File: config.mk
export PLATFORM = sky130hd
export DESIGN_NAME = fp2bf_conv
export DESIGN_NICKNAME = d
export VERILOG_FILES = /design/src/rtl/fp2bf_pkg.sv /design/src/rtl/fp2bf_classify.sv /design/src/rtl/fp2bf_round.sv /design/src/rtl/fp2bf_outreg.sv /design/src/rtl/fp2bf_conv.sv
export SDC_FILE = /design/constraint.sdc
export NUM_CORES = 1
export LEC_CHECK = 0
export ABC_AREA = 1
export BUFFER_PORTS_ARGS = -buffer_cell sky130_fd_sc_hd__buf_4
export CORE_MARGIN = 2
export CORE_UTILIZATION = 42
export CTS_CLUSTER_DIAMETER = 80
export DETAILED_ROUTE_END_ITERATION = 8
export PLACE_DENSITY = 0.8
export SLEW_MARGIN = 20
export SYNTH_ARGS = -nofsm -noshare
export SYNTH_HDL_FRONTEND = slang
export SYNTH_SLANG_ARGS = --single-unit
File: constraint.sdc
create_clock -name clk -period 0.9 [get_ports clk]
set_clock_uncertainty 0.2 [all_clocks]
set_input_delay 0.135 -clock clk [delete_from_list [all_inputs] [get_ports clk]]
set_output_delay 0.135 -clock clk [all_outputs]
set_load 0.05 [all_outputs]
File: src/rtl/fp2bf_pkg.sv
package fp2bf_pkg;
  localparam int WORD_W  = 32;
  localparam int HALF_W  = WORD_W / 2;
  localparam int FRAC_W  = 23;
  localparam int EXP_W   = 8;
  localparam int EXP_LSB = FRAC_W;
  localparam int EXP_MSB = FRAC_W + EXP_W - 1;
  localparam int SIGN_B  = WORD_W - 1;

  typedef enum logic [1:0] {
    CLS_FINITE  = 2'd0,
    CLS_ZERO    = 2'd1,
    CLS_SPECIAL = 2'd2
  } in_class_e;

  localparam logic [WORD_W-1:0] HALF_ULP  = WORD_W'(1) << (HALF_W - 1);
  localparam logic [WORD_W-1:0] KEEP_MASK = {{HALF_W{1'b1}}, {HALF_W{1'b0}}};

  function automatic in_class_e classify(input logic [WORD_W-1:0] w);
    if (&w[EXP_MSB:EXP_LSB])   return CLS_SPECIAL;
    if (w[SIGN_B-1:0] == '0)   return CLS_ZERO;
    return CLS_FINITE;
  endfunction

  function automatic logic [WORD_W-1:0] round_half_up(input logic [WORD_W-1:0] w);
    return w + HALF_ULP;
  endfunction

  function automatic logic [WORD_W-1:0] keep_upper(input logic [WORD_W-1:0] w);
    return w & KEEP_MASK;
  endfunction
endpackage

File: src/rtl/fp2bf_classify.sv
module fp2bf_classify
  import fp2bf_pkg::*;
(
  input  logic [WORD_W-1:0] word_i,
  output in_class_e         cls_o,
  output logic              is_zero_o,
  output logic              is_special_o
);
  always_comb begin
    cls_o        = classify(word_i);
    is_zero_o    = (cls_o == CLS_ZERO);
    is_special_o = (cls_o == CLS_SPECIAL);
  end
endmodule

File: src/rtl/fp2bf_round.sv
module fp2bf_round
  import fp2bf_pkg::*;
(
  input  logic              en_i,
  input  logic [WORD_W-1:0] word_i,
  output logic [WORD_W-1:0] rnd_o,
  output logic              exp_carry_o
);
  logic [WORD_W-1:0] sum;
  always_comb begin
    sum         = round_half_up(word_i);
    rnd_o       = en_i ? sum : word_i;
    exp_carry_o = en_i && (sum[EXP_MSB:EXP_LSB] != word_i[EXP_MSB:EXP_LSB]);
  end
endmodule

File: src/rtl/fp2bf_outreg.sv
module fp2bf_outreg #(
  parameter bit REGISTERED = 1'b1,
  parameter int W          = 16
) (
  input  logic         clk,
  input  logic         rst_n,
  input  logic [W-1:0] d_i,
  output logic [W-1:0] q_o
);
  generate
    if (REGISTERED) begin : g_reg
      logic [W-1:0] q_r;
      always_ff @(posedge clk or negedge rst_n) begin
        if (!rst_n) q_r <= '0;
        else        q_r <= d_i;
      end
      assign q_o = q_r;
    end else begin : g_wire
      assign q_o = d_i;
    end
  endgenerate
endmodule

File: src/rtl/fp2bf_conv.sv
module fp2bf_conv
  import fp2bf_pkg::*;
#(
  parameter bit REGISTERED = 1'b1
) (
  input  logic              clk,
  input  logic              rst_n,
  input  logic [WORD_W-1:0] fp_in,
  output logic [HALF_W-1:0] bf_out,
  output logic [WORD_W-1:0] wide_out
);
  in_class_e         cls;
  logic              is_zero;
  logic              is_special;
  logic              exp_carry;
  logic [WORD_W-1:0] rnd_word;
  logic [WORD_W-1:0] kept_word;
  logic [HALF_W-1:0] bf_next;

  fp2bf_classify u_cls (
    .word_i       (fp_in),
    .cls_o        (cls),
    .is_zero_o    (is_zero),
    .is_special_o (is_special)
  );

  fp2bf_round u_rnd (
    .en_i        (cls == CLS_FINITE),
    .word_i      (fp_in),
    .rnd_o       (rnd_word),
    .exp_carry_o (exp_carry)
  );

  assign kept_word = keep_upper(rnd_word);
  assign bf_next   = kept_word[WORD_W-1:HALF_W];

  fp2bf_outreg #(.REGISTERED(REGISTERED), .W(HALF_W)) u_out (
    .clk   (clk),
    .rst_n (rst_n),
    .d_i   (bf_next),
    .q_o   (bf_out)
  );

  assign wide_out = {bf_out, {HALF_W{1'b0}}};
endmodule

==> impl_metrics.py <==
metrics = {
    "status": {
        "status": "finished, violations left",
        "violations": "negative hold slack, negative setup slack",
    },
    "cts": {
        "cts_buffer_depth": 2,
        "cts.sinks": 16,
        "clkSlewWorstSetupHoldPaths_ps": 90,
        "cts_buffers": 3,
        "tritoncts": "built",
        "postCtsHoldBufs": 2,
        "clockRootBuffer": "clkbuf_4",
        "htree_levels": 1,
    },
    "route": {
        "dr.pass1.iters": 4,
        "vias": 1317,
        "wire_per_inst_um": 15.89,
        "ant_nets": 0,
        "vias_per_cell": 4.824,
        "drc": 0,
        "wl_mm": 4.338,
        "drt_iter0_drc": 36,
    },
    "timing": {
        "hold_viol_final": 11,
        "setup_viol": 45,
        "setup_tns_ps": -10520,
        "layout_min_cycle_time_ps": 1207,
        "fmax_mhz": 828.3,
        "drv_slew": 0,
        "fin_ws_ps": -307.3,
        "rsz0062_at_grt": "true",
        "finalCritPeriodShare_pct": 134.1,
        "holdWs_ps": -112.6,
    },
    "power": {
        "p_leak_nw": 1.150,
        "power_mw": 2.458,
        "powerDensity_nw_per_um2": 1024,
        "ir_drop_mv": 1.213,
    },
    "final_layout": {
        "final_area_um2": 2400,
        "largest_register_ffs": 16,
        "layout_commonest_cell": "buf_4",
        "multi_input_comb_area_um2": 850.8,
        "seqCellArea_um2": 420.4,
        "final_nets": 279,
        "fin_util_pct": 87.02,
        "fillCellCount": 130,
        "layout_common_cells": "buf_4, buf_6, nand2_1",
        "final_layout_size_suffix_gt1_share_pct": 69.42,
        "antenna_cells": 0,
        "area_growth_pct": 95.71,
    },
    "worst_setup_path": {
        "critPathMaxStageDelay_ps": 410,
        "endpoint_kind": "output port",
        "cp.required_ps": 560,
        "crit_path_top_delay_cell": "dfrtp_2",
        "critPathLaunchType": "register",
        "crit_family": "flip-flops",
        "critPathBufInv": 1,
        "path_max_fanout": 2,
        "criticalPathCategory": "reg2out",
        "crit_start": "u_out.q_o[15]$_DFF_PN0_",
        "critPathArrivalTime_ps": 870,
        "path_cells": "buf_4",
    },
    "global_route": {
        "grt_pass1_wl_mm": 5.119,
        "grt_usage_pct": 19.73,
        "grt_max_degree": 17,
        "overflow": 0,
        "grt_pass1_vias": 1181,
        "antenna_found_initial": 0,
    },
    "floorplanning": {
        "die_area_um2": 3367,
        "die_h_um": 58.03,
        "coreArea_um2": 2758,
        "io_pins": 82,
        "start_util_pct": 44.46,
        "die_w_um": 58.03,
        "rows": 19,
    },
    "synth": {
        "synth_largest_area_cell": "dfrtp_1",
        "synth_top_area_share_pct": 32.65,
        "synth_area_leaders": "dfrtp_1, buf_4, nand2_1",
        "synth_seq_cells": 16,
        "synth_cell_types": 24,
        "yosys_warnings": 0,
        "synth.avg_cell_area_um2": 7.664,
        "syn_area_um2": 1226,
        "syn-instance-count": 160,
        "ys_seq_area_share_pct": 32.65,
    },
    "hold_path": {
        "worst_hold_path_type": "in2reg",
        "min_from": "fp_in[30]",
    },
    "placed_design": {
        "hpwl_mm": 2.362,
        "place.gp.congestion": 0.7675,
        "placed_cell_area_um2": 1842,
        "portBuffers": 65,
    },
    "flow_run": {
        "maxCapViolations": 0,
    },
}
[kinds of logic (layout without fill, tap and decap cells)]
kind of cell | Yosys count | after routing | synth area share (%)
compound gates | 5 | 5 | 2.551
simple gates | 78 | 78 | 31.53
buf+inv | 49 | 116 | 24.80
fa+ha+maj | 1 | 1 | 1.020
flops | 16 | 16 | 32.65
other cells | 1 | 16 | 0.3058
xor+xnor | 10 | 10 | 7.143
[final timing paths]
| check | end | slack [ps] | cells after the start |
|---|---|---|---|
| min in group asynchronous | u_out.q_o[13]$_DFF_PN0_ | 50 | 2 |
| worst max-delay path | bf_out[15] | -310 | 1 |
| worst min-delay path | u_out.q_o[14]$_DFF_PN0_ | -110 | 2 |
| max in group asynchronous | u_out.q_o[7]$_DFF_PN0_ | 260 | 2 |
[routing by layer]
metal | vias up | share of wire, % | track usage [%]
met4 | 0 | 1.5 | 7.973
met5 | - | 0 | 0
met3 | 6 | 5.7 | 1.339
met1 | 632 | 37 | 23.21
li1 | 608 | - | -
met2 | 71 | 55 | 36.85
[cell type report]
class / count / share of cell area, %
multi-input cells: 110 / 35.45
inverters: 16 / 2.711
well taps: 31 / 1.616
repair buffers: 97 / 41.76
flip-flops and latches: 16 / 17.52
clock buffers: 3 / 0.9385
[power breakdown]
part | switching (mW) | internal (mW)
logic | 0.788 | 0.495
clock network | 0.205 | 0.155
registers | 0.0412 | 0.773
total | 1.03 | 1.42
[synth_stat cells]
cell type  number
buf_4          32
nand2_1        29
nor2_1         22
dfrtp_1        16
inv_1          14
xnor2_1         8
nand3_1         7
nand2_2         4
nand2_4         3
nand4_1         3
nor2_2          3
nor2_4          3
a21oi_1         2
inv_2           2
nor3_1          2
xor2_1          2
a31o_2          1
clkbuf_1        1
conb_1          1
ha_1            1
nand3_2         1
nor3_2          1
o21ai_0         1
o21bai_1        1
[per-stage QoR]
| step | std cells | setup WS [ps] |
|---|---|---|
| finish | 273 | -307.3 |
| global route | 273 | -341.8 |
| CTS | 265 | -302.7 |
| detailed placement | 258 | -438.2 |
| global placement | 258 | -376.5 |
| floorplan | 175 | -219.4 |
[what timing repair did]
action,4_1_cts,5_1_grt
setup endpoints to repair,44,46
resized for setup,49,62
buffers inserted,2,9
endpoints found under the hold margin,27,11
pin swaps,22,38
Power figures use the tool's default switching activity.
